### config.mk
export PLATFORM = sky130hd
export DESIGN_NAME = i2c_page_eeprom
export DESIGN_NICKNAME = d
export VERILOG_FILES = /design/src/rtl/eep_pkg.sv /design/src/rtl/eep_bus_sampler.sv /design/src/rtl/eep_page_buf.sv /design/src/rtl/eep_store.sv /design/src/rtl/i2c_page_eeprom.sv
export SDC_FILE = /design/constraint.sdc
export NUM_CORES = 2
export LEC_CHECK = 0
export BUFFER_PORTS_ARGS = -buffer_cell sky130_fd_sc_hd__buf_2
export CAP_MARGIN = 40
export CELL_PAD_IN_SITES_DETAIL_PLACEMENT = 1
export CELL_PAD_IN_SITES_GLOBAL_PLACEMENT = 1
export CORE_MARGIN = 2
export CORE_UTILIZATION = 40
export CTS_CLUSTER_SIZE = 40
export DETAILED_ROUTE_END_ITERATION = 10
export GPL_TIMING_DRIVEN = 0
export PLACE_DENSITY = 0.71
export SYNTH_ARGS = -nofsm -noshare
export SYNTH_HDL_FRONTEND = slang
export SYNTH_SLANG_ARGS = --single-unit
### constraint.sdc
create_clock -name clk -period 5.6 [get_ports clk]
set_input_delay 0.84 -clock clk [delete_from_list [all_inputs] [get_ports clk]]
set_output_delay 0.84 -clock clk [all_outputs]
set_load 0.03 [all_outputs]
### src/rtl/eep_pkg.sv
package eep_pkg;

    localparam logic [3:0] DEV_CODE = 4'b1010;

    typedef enum logic [2:0] {
        ST_IDLE,
        ST_RX,
        ST_ACK,
        ST_TX,
        ST_RACK
    } eep_state_e;

    typedef enum logic [1:0] {
        PH_DEV,
        PH_WADDR,
        PH_DATA,
        PH_READ
    } eep_phase_e;

    typedef struct packed {
        eep_state_e st;
        eep_phase_e ph;
        logic [3:0] bitc;
        logic [7:0] sh;
        logic [7:0] ptr;
        logic       oe;
        logic       got_data;
        logic       racked;
    } eep_ctrl_t;

endpackage

### src/rtl/eep_bus_sampler.sv
module eep_bus_sampler #(
    parameter int SYNC_STAGES = 2
) (
    input  logic clk,
    input  logic rst_n,
    input  logic scl_i,
    input  logic sda_i,
    output logic scl_o,
    output logic sda_o,
    output logic scl_rise,
    output logic scl_fall,
    output logic start_evt,
    output logic stop_evt
);
    typedef struct packed {
        logic [SYNC_STAGES-1:0] scl_sr;
        logic [SYNC_STAGES-1:0] sda_sr;
        logic                   scl_prev;
        logic                   sda_prev;
    } smp_t;

    smp_t s_d, s_q;

    always_comb begin
        s_d          = s_q;
        s_d.scl_sr   = {s_q.scl_sr[SYNC_STAGES-2:0], scl_i};
        s_d.sda_sr   = {s_q.sda_sr[SYNC_STAGES-2:0], sda_i};
        s_d.scl_prev = s_q.scl_sr[SYNC_STAGES-1];
        s_d.sda_prev = s_q.sda_sr[SYNC_STAGES-1];
    end

    always_ff @(posedge clk or negedge rst_n) begin
        if (!rst_n) s_q <= '1;
        else        s_q <= s_d;
    end

    assign scl_o     = s_q.scl_sr[SYNC_STAGES-1];
    assign sda_o     = s_q.sda_sr[SYNC_STAGES-1];
    assign scl_rise  = scl_o & ~s_q.scl_prev;
    assign scl_fall  = ~scl_o & s_q.scl_prev;
    assign start_evt = scl_o & s_q.scl_prev & s_q.sda_prev & ~sda_o;
    assign stop_evt  = scl_o & s_q.scl_prev & ~s_q.sda_prev & sda_o;
endmodule

### src/rtl/eep_page_buf.sv
module eep_page_buf #(
    parameter int OFF_BITS = 4
) (
    input  logic                              clk,
    input  logic                              rst_n,
    input  logic                              clr,
    input  logic                              wr_en,
    input  logic [OFF_BITS-1:0]               wr_off,
    input  logic [7:0]                        wr_data,
    output logic [(1<<OFF_BITS)-1:0][7:0]     data_o,
    output logic [(1<<OFF_BITS)-1:0]          mask_o
);
    localparam int SLOTS = 1 << OFF_BITS;

    for (genvar g = 0; g < SLOTS; g++) begin : g_slot
        logic [7:0] byte_d, byte_q;
        logic       fill_d, fill_q;
        logic       hit;

        assign hit = wr_en && (wr_off == OFF_BITS'(g));

        always_comb begin
            byte_d = hit ? wr_data : byte_q;
            fill_d = clr ? 1'b0 : (fill_q | hit);
        end

        always_ff @(posedge clk or negedge rst_n) begin
            if (!rst_n) begin
                byte_q <= '0;
                fill_q <= 1'b0;
            end else begin
                byte_q <= byte_d;
                fill_q <= fill_d;
            end
        end

        assign data_o[g] = byte_q;
        assign mask_o[g] = fill_q;
    end
endmodule

### src/rtl/eep_store.sv
module eep_store #(
    parameter int OFF_BITS     = 4,
    parameter int WRITE_CYCLES = 2000
) (
    input  logic                          clk,
    input  logic                          rst_n,
    input  logic                          commit,
    input  logic [7-OFF_BITS:0]           commit_page,
    input  logic [(1<<OFF_BITS)-1:0][7:0] buf_data,
    input  logic [(1<<OFF_BITS)-1:0]      buf_mask,
    input  logic [7:0]                    rd_addr,
    output logic [7:0]                    rd_data,
    output logic                          busy
);
    localparam int DEPTH     = 256;
    localparam int SLOTS     = 1 << OFF_BITS;
    localparam int PAGE_BITS = 8 - OFF_BITS;
    localparam int CNT_W     = (WRITE_CYCLES < 2) ? 1 : $clog2(WRITE_CYCLES);

    typedef struct packed {
        logic                 busy;
        logic [CNT_W-1:0]     cnt;
        logic [PAGE_BITS-1:0] page;
    } tmr_t;

    tmr_t t_d, t_q;
    logic [7:0] mem [DEPTH];
    logic       done;

    always_comb begin
        t_d  = t_q;
        done = 1'b0;
        if (t_q.busy) begin
            if (t_q.cnt == '0) begin
                t_d.busy = 1'b0;
                done     = 1'b1;
            end else begin
                t_d.cnt = t_q.cnt - 1'b1;
            end
        end else if (commit) begin
            t_d.busy = 1'b1;
            t_d.cnt  = CNT_W'(WRITE_CYCLES - 1);
            t_d.page = commit_page;
        end
    end

    always_ff @(posedge clk or negedge rst_n) begin
        if (!rst_n) t_q <= '0;
        else        t_q <= t_d;
    end

    always_ff @(posedge clk or negedge rst_n) begin
        if (!rst_n) begin
            for (int i = 0; i < DEPTH; i++) mem[i] <= 8'hFF;
        end else if (done) begin
            for (int j = 0; j < SLOTS; j++) begin
                if (buf_mask[j]) mem[{t_q.page, j[OFF_BITS-1:0]}] <= buf_data[j];
            end
        end
    end

    assign rd_data = mem[rd_addr];
    assign busy    = t_q.busy;
endmodule

### src/rtl/i2c_page_eeprom.sv
module i2c_page_eeprom #(
    parameter int OFF_BITS     = 4,
    parameter int WRITE_CYCLES = 2000,
    parameter int SYNC_STAGES  = 2
) (
    input  logic       clk,
    input  logic       rst_n,
    input  logic       scl_i,
    input  logic       sda_i,
    input  logic [2:0] strap_a,
    output logic       sda_oe,
    output logic       busy
);
    import eep_pkg::*;

    localparam int SLOTS = 1 << OFF_BITS;

    logic scl_lvl, sda_lvl, scl_rise, scl_fall, start_evt, stop_evt;
    logic buf_clr, buf_wr, commit;
    logic [OFF_BITS-1:0]      buf_off;
    logic [SLOTS-1:0][7:0]    buf_data;
    logic [SLOTS-1:0]         buf_mask;
    logic [7:0]               rd_data;
    eep_ctrl_t n, q;

    eep_bus_sampler #(.SYNC_STAGES(SYNC_STAGES)) u_smp (
        .clk(clk), .rst_n(rst_n), .scl_i(scl_i), .sda_i(sda_i),
        .scl_o(scl_lvl), .sda_o(sda_lvl), .scl_rise(scl_rise),
        .scl_fall(scl_fall), .start_evt(start_evt), .stop_evt(stop_evt)
    );

    eep_page_buf #(.OFF_BITS(OFF_BITS)) u_buf (
        .clk(clk), .rst_n(rst_n), .clr(buf_clr), .wr_en(buf_wr),
        .wr_off(buf_off), .wr_data(q.sh), .data_o(buf_data), .mask_o(buf_mask)
    );

    eep_store #(.OFF_BITS(OFF_BITS), .WRITE_CYCLES(WRITE_CYCLES)) u_store (
        .clk(clk), .rst_n(rst_n), .commit(commit),
        .commit_page(q.ptr[7:OFF_BITS]), .buf_data(buf_data),
        .buf_mask(buf_mask), .rd_addr(q.ptr), .rd_data(rd_data), .busy(busy)
    );

    always_comb begin
        n       = q;
        buf_clr = 1'b0;
        buf_wr  = 1'b0;
        buf_off = q.ptr[OFF_BITS-1:0];
        commit  = 1'b0;
        if (busy) begin
            n.st = ST_IDLE;
            n.oe = 1'b0;
        end else if (start_evt) begin
            n.oe       = 1'b0;
            n.got_data = 1'b0;
            n.bitc     = '0;
            if (q.st == ST_IDLE) begin
                n.st = ST_RX;
                n.ph = PH_DEV;
            end else begin
                n.st    = ST_IDLE;
                buf_clr = 1'b1;
            end
        end else if (stop_evt) begin
            commit = (q.st != ST_IDLE) && (q.ph == PH_DATA) && q.got_data;
            n.st   = ST_IDLE;
            n.oe   = 1'b0;
        end else begin
            unique case (q.st)
                ST_RX: begin
                    if (scl_rise) begin
                        n.sh   = {q.sh[6:0], sda_lvl};
                        n.bitc = q.bitc + 4'd1;
                    end else if (scl_fall && q.bitc == 4'd8) begin
                        n.bitc = '0;
                        unique case (q.ph)
                            PH_DEV: begin
                                if (q.sh[7:1] == {DEV_CODE, strap_a}) begin
                                    n.st = ST_ACK;
                                    n.oe = 1'b1;
                                    n.ph = q.sh[0] ? PH_READ : PH_WADDR;
                                end else begin
                                    n.st    = ST_IDLE;
                                    buf_clr = 1'b1;
                                end
                            end
                            PH_WADDR: begin
                                n.ptr   = q.sh;
                                buf_clr = 1'b1;
                                n.ph    = PH_DATA;
                                n.st    = ST_ACK;
                                n.oe    = 1'b1;
                            end
                            PH_DATA: begin
                                buf_wr     = 1'b1;
                                n.ptr      = {q.ptr[7:OFF_BITS],
                                              OFF_BITS'(q.ptr[OFF_BITS-1:0] + 1'b1)};
                                n.got_data = 1'b1;
                                n.st       = ST_ACK;
                                n.oe       = 1'b1;
                            end
                            default: n.st = ST_IDLE;
                        endcase
                    end
                end
                ST_ACK: begin
                    if (scl_fall) begin
                        n.bitc = '0;
                        if (q.ph == PH_READ) begin
                            n.st  = ST_TX;
                            n.sh  = rd_data;
                            n.oe  = ~rd_data[7];
                            n.ptr = q.ptr + 8'd1;
                        end else begin
                            n.st = ST_RX;
                            n.oe = 1'b0;
                        end
                    end
                end
                ST_TX: begin
                    if (scl_fall) begin
                        if (q.bitc == 4'd7) begin
                            n.st   = ST_RACK;
                            n.oe   = 1'b0;
                            n.bitc = '0;
                        end else begin
                            n.sh   = {q.sh[6:0], 1'b0};
                            n.oe   = ~q.sh[6];
                            n.bitc = q.bitc + 4'd1;
                        end
                    end
                end
                ST_RACK: begin
                    if (scl_rise) begin
                        n.racked = ~sda_lvl;
                    end else if (scl_fall) begin
                        if (q.racked) begin
                            n.st  = ST_TX;
                            n.sh  = rd_data;
                            n.oe  = ~rd_data[7];
                            n.ptr = q.ptr + 8'd1;
                        end else begin
                            n.st = ST_IDLE;
                        end
                    end
                end
                default: ;
            endcase
        end
    end

    always_ff @(posedge clk or negedge rst_n) begin
        if (!rst_n) begin
            q    <= '0;
            q.st <= ST_IDLE;
            q.ph <= PH_DEV;
        end else begin
            q <= n;
        end
    end

    assign sda_oe = q.oe;
endmodule

==> results.py <==
metrics = {
    "clocking": {
        "clkSinkCount": 2242,
        "cts.clk_slew.worst_paths_ns": 0.06,
        "clk_path_buf_depth": 4,
        "postCtsSetupBuffers": 0,
        "htreeDepth": 5,
        "clk_latency_ns": 1.00,
        "cts_tree": "yes",
        "cts_buffers": 275,
        "cts-root-buf": "clkbuf_16",
    },
    "synth": {
        "yosysMostFrequentCell": "mux2_2",
        "ys_async_sr_fraction_pct": 100,
        "syn_area_um2": 104000,
        "yosys-top-cells-count": "mux2_2, dfstp_2, mux4_2, nand2_1, clkbuf_1",
        "synth_seq_cells": 2242,
        "syn_inst": 6532,
        "synth_edf_count": 0,
        "synth-seq-area-share_pct": 56.5,
        "synth.distinct_cells": 72,
        "synth_top_area_share_pct": 52.0,
        "synth_area_leaders": "dfstp_2, mux2_2, mux4_2",
        "synth_nets": 6550,
        "yosysTopAreaCell": "dfstp_2",
        "ys_warn_count": 0,
        "yosys_most_used_dff": "dfstp_2",
        "syn_area_per_cell_um2": 15.9,
    },
    "die": {
        "io_pins": 9,
        "core_um2": 259000,
        "num_rows": 187,
        "chipHeight_um": 514,
        "die_w_um": 514,
        "start_util_pct": 40.1,
        "die_area_um2": 264000,
    },
    "pwr": {
        "powerDensity_nw_per_um2": 294,
        "peakVddDrop_uv": 377,
        "clkPwrFrac_pct": 50.6,
        "p_sw_share_pct": 23.4,
        "p_int_uw": 27200,
        "p_leak_uw": 0.0482,
        "p_sw_uw": 8290,
        "p_comb_share_pct": 3.2,
        "seqPwrFrac_pct": 46.2,
    },
    "grt": {
        "grt_pass1_wl_mm": 694,
        "grt_pass1_vias": 71500,
        "grt_overflow_total": 0,
        "grt_usage_pct": 40.1,
        "antenna_found_initial": 98,
        "grt_max_degree": 185,
    },
    "routing": {
        "drt-wirelength-per-cell_um": 49.8,
        "drt-total-wl_mm": 532,
        "first_pass_iters": 6,
        "ant_nets": 0,
        "via_per_inst": 6.66,
        "drcViolationCount": 0,
        "via_count": 71200,
        "drt_iter0_markers": 9836,
    },
    "sta": {
        "rsz0062_at_grt": "no",
        "fin_crit_sh_pct": 104,
        "slew_viol_final": 0,
        "postLayoutSetupSlackWorst_ns": -0.233,
        "slew_headroom_pct": 29.1,
        "period_minus_slack_ns": 5.83,
        "finalSetupTns_ns": -0.606,
        "fin_skew_ns": 0.0715,
        "final_hold_viol_count": 0,
        "setup_viol": 4,
        "clock.fmax_mhz": 171,
        "worst_slew_pin_slew_ns": 1.06,
    },
    "cells_and_area": {
        "area_growth_pct": 16.2,
        "fin_nets": 7082,
        "drive_above_1_share_pct": 77.7,
        "fillerInstances": 24700,
    },
    "worst_setup_path": {
        "crit_family": "buffers and inverters",
        "crit_path_max_fanout": 11,
        "crit_slowest_cell": "buf_2",
        "end_kind": "register",
        "path_class": "register to register",
        "critPathBufInv": 5,
        "crit_top_cell": "buf_2",
        "startpoint_type": "register",
        "critical_path_required_ns": 6.42,
        "crit_chain": "buf_2 > buf_2 > buf_12 > buf_2 > buf_2 > mux4_2 > nand2_1 > a32oi_1 > o2111ai_1 > a22oi_1 > a21oi_1 > o21ai_1",
        "arrival_ns": 6.65,
        "critPathMaxStageDelay_ns": 0.85,
    },
    "run_status": {
        "status": "finished with violations",
        "violations": "negative setup slack",
    },
    "placed_design": {
        "hpwl_mm": 395,
        "pre_cts_ws_ns": -0.0970,
        "gp_congestion": 1.06,
        "portBuffers": 8,
    },
    "worst_hold_path": {
        "min_path_type": "register to register",
    },
    "job": {
        "cap_viol_max_count": 0,
    },
}
sequential cells by signal, indices dropped and copies added, names as in the netlist:
name	cells
buf_off	4
q	23
sda_oe	1
u_buf.g_slot.byte_q	128
u_buf.g_slot.fill_q	16
u_smp.s_d	2
u_smp.s_q	2
u_smp.scl_o	1
u_smp.sda_o	1
u_store.busy	1
u_store.mem	2048
u_store.t_q	15
timing repair:
action	in CTS	in global routing
hold buffers	3	0
endpoints found under the hold margin	16	0
endpoints found under the setup margin	2	0
gates resized for setup	2	0
final timing paths:
| check | depth (start not counted) | to | slack [ns] | start |
|---|---|---|---|---|
| max | 12 | q[13] | -0.23 | buf_off[1] |
| min | 0 | u_smp.sda_o | 0.36 | u_smp.s_d[3] |
| max reg2reg | 12 | q[13] | -0.23 | buf_off[1] |
| min reg2reg | 0 | u_smp.sda_o | 0.36 | u_smp.s_d[3] |
| min in group asynchronous | 2 | u_store.t_q[5] | 0.44 | rst_n |
| max in group asynchronous | 7 | u_store.mem[1433] | 1.33 | rst_n |
routing by layer:
layer	routed length (um)	GRT usage (%)	part of all wire, %	vias up
met5	540	0.621	0.10	-
met4	43000	26.7	8.1	40
met3	65800	16.0	12	1408
met2	221000	56.2	41	4777
met1	202000	50.8	38	39400
li1	-	-	-	25600
worst reg2reg max path: stages (launching register included):
cell	delay, ns
dfrtp_1	0.41
buf_2	0.42
buf_2	0.56
buf_12	0.26
buf_2	0.68
buf_2	0.93
mux4_2	0.62
nand2_1	0.10
a32oi_1	0.48
o2111ai_1	0.19
a22oi_1	0.58
a21oi_1	0.08
o21ai_1	0.37
logic make-up after synthesis:
| group | count (synthesis) | synth area share [%] |
|---|---|---|
| AO/OA/AOI/OAI | 337 | 2.26 |
| XOR/XNOR | 10 | 0.0843 |
| adder cells (fa/ha/maj) | 11 | 0.132 |
| buffers and inverters | 431 | 2.02 |
| flip-flops | 2242 | 56.5 |
| multiplexers | 2808 | 36.0 |
| AND/OR/NAND/NOR | 693 | 3.04 |
area by class of cell:
type | instances | area, um2 | area share (%)
timing repair buffer | 256 | 3650 | 3.03
clock buffer | 382 | 7790 | 6.45
clock inverter | 82 | 1000 | 0.829
tap | 3402 | 4260 | 3.53
inverter | 38 | 143 | 0.118
buffer | 392 | 1980 | 1.64
multi-input combinational | 3859 | 43200 | 35.7
sequential | 2242 | 58700 | 48.6
antenna | 36 | 90.1 | 0.0746
through the flow:
step           hold WS, ns  util (%)  area, um2  cells  total power (uW)
6_report             0.358      46.6     121000  10700             35500
3_3_place_gp         0.352      41.8     108000   9942             17500
2_1_floorplan        0.345         -     104000   6532             16900
5_1_grt              0.362      46.6     121000  10700             36200
3_5_place_dp         0.354      43.2     112000  10200             17700
4_1_cts              0.359      46.6     121000  10600             35500
layout by cell type (no fill, tap or decap), types with 35 or more instances in the layout:
cell type / netlist / layout
inv_1: 36 / 36
clkbuf_1: 235 / 281
nor2_1: 91 / 91
clkbuf_8: 0 / 42
buf_4: 22 / 50
buf_6: 35 / 107
buf_2: 76 / 97
clkinv_2: 0 / 41
a22oi_1: 46 / 46
mux4_2: 523 / 523
buf_12: 1 / 35
dfstp_2: 2054 / 2054
nor2_2: 57 / 57
nand2_1: 355 / 355
diode_2: 0 / 36
nor3_1: 41 / 35
nand3_1: 43 / 43
dfrtp_1: 188 / 188
clkbuf_16: 0 / 279
o21ai_0: 60 / 60
mux2_2: 2168 / 2168
a21oi_1: 47 / 47
buf_8: 2 / 79
mux2i_1: 100 / 100
power by group through the flow:
stage / Clock, uW / Combinational (uW) / Sequential (uW)
after floorplan: 0 / 280 / 16600
after global placement: 0 / 944 / 16500
after detailed placement: 0 / 1090 / 16600
after CTS: 18000 / 1090 / 16400
after global routing: 18600 / 1190 / 16400
final: 18000 / 1130 / 16400
Power figures use the tool's default switching activity.
